===== config.mk =====
export PLATFORM = sky130hd
export DESIGN_NAME = cag_dual_agu
export DESIGN_NICKNAME = d
export VERILOG_FILES = /design/src/rtl/cag_pkg.sv /design/src/rtl/cag_step.sv /design/src/rtl/cag_bank.sv /design/src/rtl/cag_dual_agu.sv
export SDC_FILE = /design/constraint.sdc
export NUM_CORES = 2
export LEC_CHECK = 0
export BUFFER_PORTS_ARGS = -buffer_cell sky130_fd_sc_hd__buf_2
export CAP_MARGIN = 20
export CORE_MARGIN = 4
export CORE_UTILIZATION = 40
export CTS_CLUSTER_SIZE = 16
export DETAILED_ROUTE_END_ITERATION = 8
export HOLD_SLACK_MARGIN = 0.15
export SLEW_MARGIN = 5
export SYNTH_ARGS = -nofsm -noshare
export SYNTH_HDL_FRONTEND = slang
export SYNTH_SLANG_ARGS = --single-unit

===== constraint.sdc =====
create_clock -name clk_i -period 10.9 [get_ports clk_i]
set_input_delay 2.18 -clock clk_i [delete_from_list [all_inputs] [get_ports clk_i]]
set_output_delay 2.18 -clock clk_i [all_outputs]
set_load 0.05 [all_outputs]

===== src/rtl/cag_pkg.sv =====
package cag_pkg;
    localparam int unsigned AW     = 32;
    localparam int unsigned NSETS  = 4;
    localparam int unsigned SW     = $clog2(NSETS);
    localparam int unsigned NPORTS = 2;

    typedef enum logic [1:0] {
        FLD_IDX  = 2'd0,
        FLD_MOD  = 2'd1,
        FLD_LEN  = 2'd2,
        FLD_BASE = 2'd3
    } fld_e;

    typedef struct packed {
        logic [AW-1:0] idx;
        logic [AW-1:0] mod;
        logic [AW-1:0] len;
        logic [AW-1:0] base;
    } ctx_t;

    typedef struct packed {
        ctx_t [NSETS-1:0] sets;
    } bank_t;
endpackage


===== src/rtl/cag_step.sv =====
module cag_step
    import cag_pkg::*;
(
    input  logic          clk_i,
    input  logic          rst_ni,
    input  ctx_t          cur_i,
    input  logic [AW-1:0] step_i,
    output logic [AW-1:0] nxt_o
);
    localparam int unsigned XW = AW + 2;

    logic signed [XW-1:0] sum_x, lo_x, hi_x, len_x, idx_x, fold_x, nxt_x;
    logic        [AW-1:0] mag;
    logic                 in_buf;

    always_comb begin
        len_x  = $signed({2'b00, cur_i.len});
        lo_x   = $signed({2'b00, cur_i.base});
        idx_x  = $signed({2'b00, cur_i.idx});
        hi_x   = lo_x + len_x;
        sum_x  = idx_x + $signed({{2{step_i[AW-1]}}, step_i});
        fold_x = sum_x;
        if (cur_i.len != '0) begin
            if (sum_x >= hi_x) begin
                fold_x = sum_x - len_x;
            end else if (sum_x < lo_x) begin
                fold_x = sum_x + len_x;
            end
        end
        nxt_o = fold_x[AW-1:0];
    end

    // Checker helpers: a legal in-window access must stay inside the window.
    always_comb begin
        mag    = step_i[AW-1] ? (~step_i + 1'b1) : step_i;
        in_buf = (cur_i.len != '0) && (idx_x >= lo_x) && (idx_x < hi_x) && (mag < cur_i.len);
        nxt_x  = $signed({2'b00, nxt_o});
    end

    assert_stays_in_window_R4: assert property (@(posedge clk_i) disable iff (!rst_ni)
        in_buf |-> ((nxt_x >= lo_x) && (nxt_x < hi_x)))
        else $error("index left its circular window (R4/R5)");
endmodule


===== src/rtl/cag_bank.sv =====
module cag_bank
    import cag_pkg::*;
(
    input  logic             clk_i,
    input  logic             rst_ni,
    input  logic             wr_en_i,
    input  logic [SW-1:0]    wr_set_i,
    input  logic [1:0]       wr_fld_i,
    input  logic [AW-1:0]    wr_data_i,
    input  logic             upd0_i,
    input  logic [SW-1:0]    set0_i,
    input  logic [AW-1:0]    nxt0_i,
    input  logic             upd1_i,
    input  logic [SW-1:0]    set1_i,
    input  logic [AW-1:0]    nxt1_i,
    output ctx_t [NSETS-1:0] sets_o
);
    bank_t st_d, st_q;

    always_comb begin
        st_d = st_q;
        // port 1 first so port 0 overrides on a shared context
        if (upd1_i) st_d.sets[set1_i].idx = nxt1_i;
        if (upd0_i) st_d.sets[set0_i].idx = nxt0_i;
        // explicit writes override any post-modify
        if (wr_en_i) begin
            unique case (fld_e'(wr_fld_i))
                FLD_IDX:  st_d.sets[wr_set_i].idx  = wr_data_i;
                FLD_MOD:  st_d.sets[wr_set_i].mod  = wr_data_i;
                FLD_LEN:  st_d.sets[wr_set_i].len  = wr_data_i;
                FLD_BASE: st_d.sets[wr_set_i].base = wr_data_i;
                default:  st_d = st_q;
            endcase
        end
    end

    always_ff @(posedge clk_i) begin
        if (!rst_ni) st_q <= '0;
        else         st_q <= st_d;
    end

    assign sets_o = st_q.sets;

    assert_port0_wins_R8: assert property (@(posedge clk_i) disable iff (!rst_ni)
        (upd0_i && upd1_i && set0_i == set1_i &&
         !(wr_en_i && wr_fld_i == FLD_IDX && wr_set_i == set0_i))
        |=> sets_o[$past(set0_i)].idx == $past(nxt0_i))
        else $error("port A did not win a shared update (R8)");

    assert_index_write_R9: assert property (@(posedge clk_i) disable iff (!rst_ni)
        (wr_en_i && wr_fld_i == FLD_IDX)
        |=> sets_o[$past(wr_set_i)].idx == $past(wr_data_i))
        else $error("index write lost (R9)");

    for (genvar k = 0; k < NSETS; k++) begin : g_chk
        assert_idle_hold_R7: assert property (@(posedge clk_i) disable iff (!rst_ni)
            !((upd0_i && set0_i == SW'(k)) || (upd1_i && set1_i == SW'(k)) ||
              (wr_en_i && wr_set_i == SW'(k) && wr_fld_i == FLD_IDX))
            |=> $stable(sets_o[k].idx))
            else $error("index changed without cause (R7)");

        assert_len_hold_R10: assert property (@(posedge clk_i) disable iff (!rst_ni)
            !(wr_en_i && wr_set_i == SW'(k) && wr_fld_i == FLD_LEN)
            |=> $stable(sets_o[k].len))
            else $error("length changed without a write (R10)");
    end
endmodule


===== src/rtl/cag_dual_agu.sv =====
module cag_dual_agu
    import cag_pkg::*;
(
    input  logic          clk_i,
    input  logic          rst_ni,
    input  logic          wr_en_i,
    input  logic [1:0]    wr_set_i,
    input  logic [1:0]    wr_fld_i,
    input  logic [31:0]   wr_data_i,
    input  logic [1:0]    a_set_i,
    input  logic          a_imm_sel_i,
    input  logic [31:0]   a_imm_i,
    input  logic          a_upd_i,
    output logic [31:0]   a_addr_o,
    input  logic [1:0]    b_set_i,
    input  logic          b_imm_sel_i,
    input  logic [31:0]   b_imm_i,
    input  logic          b_upd_i,
    output logic [31:0]   b_addr_o
);
    ctx_t [NSETS-1:0]  sets;
    logic [SW-1:0]     p_set  [NPORTS];
    logic              p_isel [NPORTS];
    logic [AW-1:0]     p_imm  [NPORTS];
    logic              p_upd  [NPORTS];
    logic [AW-1:0]     p_addr [NPORTS];
    logic [AW-1:0]     p_nxt  [NPORTS];

    always_comb begin
        p_set[0]  = a_set_i;     p_set[1]  = b_set_i;
        p_isel[0] = a_imm_sel_i; p_isel[1] = b_imm_sel_i;
        p_imm[0]  = a_imm_i;     p_imm[1]  = b_imm_i;
        p_upd[0]  = a_upd_i;     p_upd[1]  = b_upd_i;
    end

    for (genvar p = 0; p < NPORTS; p++) begin : g_port
        ctx_t          cur;
        logic [AW-1:0] step;

        always_comb begin
            cur       = sets[p_set[p]];
            step      = p_isel[p] ? p_imm[p] : cur.mod;
            p_addr[p] = cur.idx;
        end

        cag_step u_step (
            .clk_i  (clk_i),
            .rst_ni (rst_ni),
            .cur_i  (cur),
            .step_i (step),
            .nxt_o  (p_nxt[p])
        );
    end

    cag_bank u_bank (
        .clk_i     (clk_i),
        .rst_ni    (rst_ni),
        .wr_en_i   (wr_en_i),
        .wr_set_i  (wr_set_i),
        .wr_fld_i  (wr_fld_i),
        .wr_data_i (wr_data_i),
        .upd0_i    (p_upd[0]),
        .set0_i    (p_set[0]),
        .nxt0_i    (p_nxt[0]),
        .upd1_i    (p_upd[1]),
        .set1_i    (p_set[1]),
        .nxt1_i    (p_nxt[1]),
        .sets_o    (sets)
    );

    assign a_addr_o = p_addr[0];
    assign b_addr_o = p_addr[1];
endmodule


Word level (Yosys, flattened, before mapping)
Index checks and enable logic that the tools add are counted.

Input port bits: 111. Output and inout bits: 64. Logic and storage cells: 77. Bits in registers: 512.

Multiplexer cells: 34. Eq/ne operators: 3. Magnitude comparators: 10. Reductions and logical operators: 6. $add $sub $neg: 8.

Operators by type and width (number): bitwise mux 512 bit (6); case mux 512 bit (4 select lines) (1); demux 128 bit (select 2 bit) (6); 2-to-1 mux 512 bit (3); 2-to-1 mux 128 bit (5); binary-select mux 128 bit (select 2 bit) (2); 2-to-1 mux 32 bit (9); 2-to-1 mux 96 bit (1); adder 33 x 32 -> 34 bit (2); >= comparator 34 bit (2); less-than comparator 34 x 33 -> 1 bit (2); adder 32 x 32 -> 33 bit (2); adder 32 bit (2); 2-to-1 mux 64 bit (1); nonzero test 32 bit (2); subtractor 32 bit (2); less-than comparator 2 x 3 -> 1 bit, second input constant (3); >= comparator 2 x 1 -> 1 bit, second input constant (3); equality test 2 bit, second input constant (2); logical AND 1 bit (3); equality test 2 x 1 -> 1 bit, second input constant (1); zero test 2 bit (1).

Logic depth before layout (Yosys ltp)
Depth after elaboration: 15. Mapped depth: 36.

By module
Synthesis repeated with hierarchy kept, for this count alone.

Cells, all modules: 5590. Area, all modules: 47197.8 sq um.

Modules (own cells, without submodules): cag_bank (sequential area each 10249.8 sq um, instances 1, cells each 2469, area an instance 21570.7 sq um); cag_dual_agu (sequential area each 0.0 sq um, instances 1, cells each 730, area an instance 8653.3 sq um); cag_step at g_port[1].u_step (sequential area each 0.0 sq um, instances 1, cells each 1207, area an instance 8610.8 sq um); cag_step at g_port[0].u_step (sequential area each 0.0 sq um, instances 1, cells each 1184, area an instance 8363.0 sq um).

Worst setup path before layout
Ideal clock, no wire load.

Kind: input port to flip-flop. From: in a_set_i[0]. To: reg u_bank.st_q, in the netlist u_bank.sets_o[234]. Path slack: 0.543 ns. Data arrival time: 10.221 ns. Cell stages on the path: 35. Data required time: 10.764 ns. Cell sequence: buf_2 > buf_2 > clkbuf_1 > clkbuf_1 > buf_1 > mux4_2 > ha_1 > o21a_1 > o21a_1 > nand3_1 > o21ai_0 > a41oi_1 > o31ai_1 > nand2_1 > o211a_1 > a2111oi_0 > o21a_1 > o21a_1 > o41ai_1 > xor2_1 > ha_1 > nand2_1 > or3_1 > o2bb2ai_1 > o31a_1 > a211oi_1 > o211ai_1 > o221ai_1 > o211a_1 > clkbuf_1 > buf_1 > a21oi_1 > o22a_1 > a22oi_1 > o32ai_1.

Longest elaborated chain between the ends: 13.

RTL lines: start, declared (line cag_dual_agu.sv:10) `input logic [1:0] a_set_i,`; binary-select mux 128 bit (select 2 bit) (line cag_dual_agu.sv:41) `cur = sets[p_set[p]];`; 2-to-1 mux 128 bit (not written as such) (line cag_dual_agu.sv:41); 2-to-1 mux 32 bit (line cag_dual_agu.sv:42) `step = p_isel[p] ? p_imm[p] : cur.mod;`; adder 33 x 32 -> 34 bit (line cag_step.sv:21) `sum_x = idx_x + $signed({{2{step_i[AW-1]}}, step_i});`; adder 32 bit / less-than comparator 34 x 33 -> 1 bit (equally long branches) (line cag_step.sv:27, cag_step.sv:26); 2-to-1 mux 32 bit (line cag_step.sv:26) `end else if (sum_x < lo_x) begin`; 2-to-1 mux 32 bit (line cag_step.sv:24) `if (sum_x >= hi_x) begin`; 2-to-1 mux 32 bit (line cag_step.sv:23) `if (cur_i.len != '0) begin`; bitwise mux 512 bit (*) (line cag_bank.sv:24) `if (upd0_i) st_d.sets[set0_i].idx = nxt0_i;`; 2-to-1 mux 512 bit (*) (line cag_bank.sv:24); bitwise mux 512 bit, on equally long branches; case mux 512 bit (4 select lines) (line cag_bank.sv:27) `unique case (fld_e'(wr_fld_i))`; 2-to-1 mux 512 bit (*) (line cag_bank.sv:26) `if (wr_en_i) begin`; end signal, assigned (line cag_bank.sv:39) `else st_q <= st_d;`; end, declared (line cag_bank.sv:18) `bank_t st_d, st_q;`.

Every way passes the cells marked *; elsewhere a longest branch is shown, timed or not. The select of a mux whose other input is x is not followed. A chain may end at the register's enable or synchronous reset.

Worst setup path in the final report
From: in b_set_i[0]. To: reg u_bank.st_q, in the netlist u_bank.sets_o[122].

Longest elaborated chain between the ends: 15.

RTL lines: start, declared (line cag_dual_agu.sv:15) `input logic [1:0] b_set_i,`; binary-select mux 128 bit (select 2 bit) (line cag_dual_agu.sv:41); 2-to-1 mux 128 bit (not written as such) (line cag_dual_agu.sv:41); 2-to-1 mux 32 bit (line cag_dual_agu.sv:42); adder 33 x 32 -> 34 bit (line cag_step.sv:21); adder 32 bit / less-than comparator 34 x 33 -> 1 bit (equally long branches) (line cag_step.sv:27, cag_step.sv:26); 2-to-1 mux 32 bit (line cag_step.sv:26); 2-to-1 mux 32 bit (line cag_step.sv:24); 2-to-1 mux 32 bit (line cag_step.sv:23); bitwise mux 512 bit (*) (line cag_bank.sv:23) `if (upd1_i) st_d.sets[set1_i].idx = nxt1_i;`; 2-to-1 mux 512 bit (*) (line cag_bank.sv:23); bitwise mux 512 bit (line cag_bank.sv:24); 2-to-1 mux 512 bit (*) (line cag_bank.sv:24); bitwise mux 512 bit, on equally long branches; case mux 512 bit (4 select lines) (line cag_bank.sv:27); 2-to-1 mux 512 bit (*) (line cag_bank.sv:26).

Marked as above.

==> run metrics <==
status=finished, final reports clean; Worst-Skew Late Latency=0.69 ns; Synth Area in Compound Gates=23.83%; top cells by count, synth=992 x nand2_1, 669 x a21oi_1, 512 x dfxtp_1; Max Cap Violations=0; 1st-iter DRT viols=5350; Max VDD drop=0.1343 mV; WS Path Type=input pin to flip-flop; Leak=18.60 nW; CP Launch Type=input pin; reg2reg start=u_bank.sets_o[32]$_SDFFE_PN0P_; Post CTS Setup Buffer Count=0; Fill cells=10510; die area=112400 µm²; largest family of logic cells by synthesized area=compound AO/OA/AOI/OAI gates; Resize count post-CTS=0; Post-Syn Area=42840 µm²; vias in the first global route=41120; clock root buffer=clkbuf_16; Yosys cell types=97; DP Area=45760 µm²; Critical Path Sink=u_bank.sets_o[122]$_SDFF_PN0_; clk buf depth=3; Arr. time, crit path=10.62 ns; max reg flops=512; Power Dens Cells=160.1 nW/µm²; FMAX=0.09890 GHz; Critical Path RT=11.41 ns; detailed-route via count=43490; M1 wire length=76.26 mm; total power draw=7.654 mW; cell count of the worst reg-to-reg path=30; Area contributors post-synth=dfxtp_1 24%, mux4_2 13%, ha_1 11%; largest net degree at the start of global routing=195; Hold Fails Final Rpt=0; Max-slew headroom=13.45%; I/O pins=175; multiplexer share of the synthesized area=15.62%; Yosys warnings=0; Mean Syn Cell Area=8.138 µm²; layout cells sized above 1=16.13%; Crit Path Max Fanout=33; Worst-Margin Slew=1.298 ns; HP Class=flip-flop to flip-flop; Die W=335.2 µm; setup tns final=0 ns; max-slew violation count=0; Total Nets Final=5830; register bit total from synthesis=512; top_reg_cell synth=dfxtp_1; core area=105900 µm²; worst reg-to-reg setup slack=2.45 ns; Detailed Route WL=191.6 mm; crit end category=flip-flop; total grt overflow=0; share of the synthesized area in the top cell type=23.93%; Post-Syn Nets=5764; FFs w/ async S/R, synth=0%; Tcrit/Tclk final=92.76%; sequential element share of the synthesized area=23.93%; cts hold-fix bufs=0; Finished Cell Area=47810 µm²; worst flop-to-flop path endpoint=u_bank.sets_o[122]$_SDFF_PN0_; drt drc=0; met2 WL=83.59 mm; final setup vio count=0; Yosys top cell by area=dfxtp_1; top layer used by detailed routing=met5; clock tree from TritonCTS=yes; routed len/inst=28.30 µm; clock sink total=512; total CTS buffers=57; Rows=119; area share of fa/ha/maj cells after synthesis=11.50%; 1st-pass router iterations=9; first-pass GRT wire length=276.7 mm; clock transition at the registers of the reported paths=0.06 ns; Die Y-Extent=335.2 µm; met3 wire len=18.52 mm; initial antenna violation count=10; PortBufs=174; Critical Path Start=b_set_i[0]; fin crit period=10.11 ns; H-Tree Depth=2; GR Util All Layers=32.83%; DP Wirelength=145.7 mm; Area Overhead vs Synth=11.61%; routed vias/inst=6.424; simple-gate share of the synthesized area=16.88%; routability cong.=1.015; EDFF count, synth=0; most numerous cell in the Yosys netlist=nand2_1; Layout Skew=0.04012 ns; RSZ-0062 raised after global routing=no; Post-Synth XOR/XNOR Area=2.903%; Synth Instances=5264; post-route ant nets=0; Initial Utilization=40.46%
-- area by class of cell --
cell class	instances	area, µm²	share of cell area [%]
timing repair buffer	360	2501	5.231
inverter	243	919.6	1.923
multi-input combinational	4156	30410	63.61
clock buffer	80	1685	3.525
antenna	4	10.01	0.02094
sequential	512	10250	21.44
clock inverter	24	292.8	0.6124
tap	1391	1740	3.640
-- cell families after synthesis --
family | after synthesis
simple gates | 1697
compound gates | 1588
buf+inv | 596
flops | 512
fa+ha+maj | 389
mux | 340
xor+xnor | 142
-- worst max-delay path, stage by stage --
cell and delay (ns):
buf_8 0.28, buf_12 0.32, mux4_2 0.55, mux2_2 0.28
ha_1 0.37, and4_1 0.27, and3_1 0.19, a32oi_1 0.20
a21o_2 0.34, a21o_1 0.20, o21ai_0 0.43, a41oi_1 0.26
o21ai_0 0.26, xor2_1 0.37, ha_1 0.20, nand4_1 0.40
nor3_1 0.43, o211ai_1 0.14, o21ai_0 0.71, o22ai_1 0.26
o31ai_1 0.14, a221o_2 0.22, buf_4 0.22, o21ai_4 0.14
buf_4 0.23, o221ai_1 0.66, o21ai_0 0.19
-- how the worst min path moves through the flow --
stage                                            to  slack [ns]                             from  depth (start not counted)
finish              u_bank.sets_o[341]$_SDFFE_PN0P_        0.47  u_bank.sets_o[341]$_SDFFE_PN0P_                          2
global placement    u_bank.sets_o[447]$_SDFFE_PN0P_        0.45  u_bank.sets_o[447]$_SDFFE_PN0P_                          2
global route         u_bank.sets_o[46]$_SDFFE_PN0P_        0.48   u_bank.sets_o[46]$_SDFFE_PN0P_                          2
detailed placement  u_bank.sets_o[337]$_SDFFE_PN0P_        0.46  u_bank.sets_o[337]$_SDFFE_PN0P_                          2
CTS                 u_bank.sets_o[337]$_SDFFE_PN0P_        0.47  u_bank.sets_o[337]$_SDFFE_PN0P_                          2
floorplan           u_bank.sets_o[256]$_SDFFE_PN0P_        0.44  u_bank.sets_o[256]$_SDFFE_PN0P_                          2
-- stage by stage --
| stage | std cells | setup WS, ns | utilization [%] | hold WS [ns] |
|---|---|---|---|---|
| floorplan | 5264 | 0.5429 | - | 0.4429 |
| global placement | 6657 | 0.4500 | 43.18 | 0.4489 |
| detailed placement | 6659 | 0.3616 | 43.23 | 0.4569 |
| CTS | 6763 | 1.027 | 45.10 | 0.4652 |
| global route | 6766 | 0.3465 | 45.15 | 0.4807 |
| finish | 6770 | 0.7891 | 45.16 | 0.4653 |
-- layer usage --
layer	vias to the layer above	track usage, %
met2	2548	50.96
met5	-	0
met4	4	19.16
met1	20920	42.60
met3	605	6.418
li1	19410	-
-- power by group --
group	internal [mW]	total, mW	switching, mW
Combinational	1.22	3.53	2.31
Sequential	1.95	2.01	0.0638
Clock	1.22	2.11	0.893
Total	4.39	7.65	3.27
-- placed cells by master (no fill, tap or decap), types with 43 or more instances in the layout --
cell,count
a211oi_1,61
a21o_1,106
a21oi_1,669
a22oi_1,47
buf_2,170
buf_4,171
clkbuf_16,59
dfxtp_1,512
ha_1,381
inv_1,240
mux2_2,67
mux4_2,256
nand2_1,991
nand3_1,63
nor2_1,304
nor3_1,76
o21a_1,43
o21ai_0,198
o21bai_1,46
o221ai_1,45
xnor2_1,81
xor2_1,61
(Power assumes the default switching activity.)
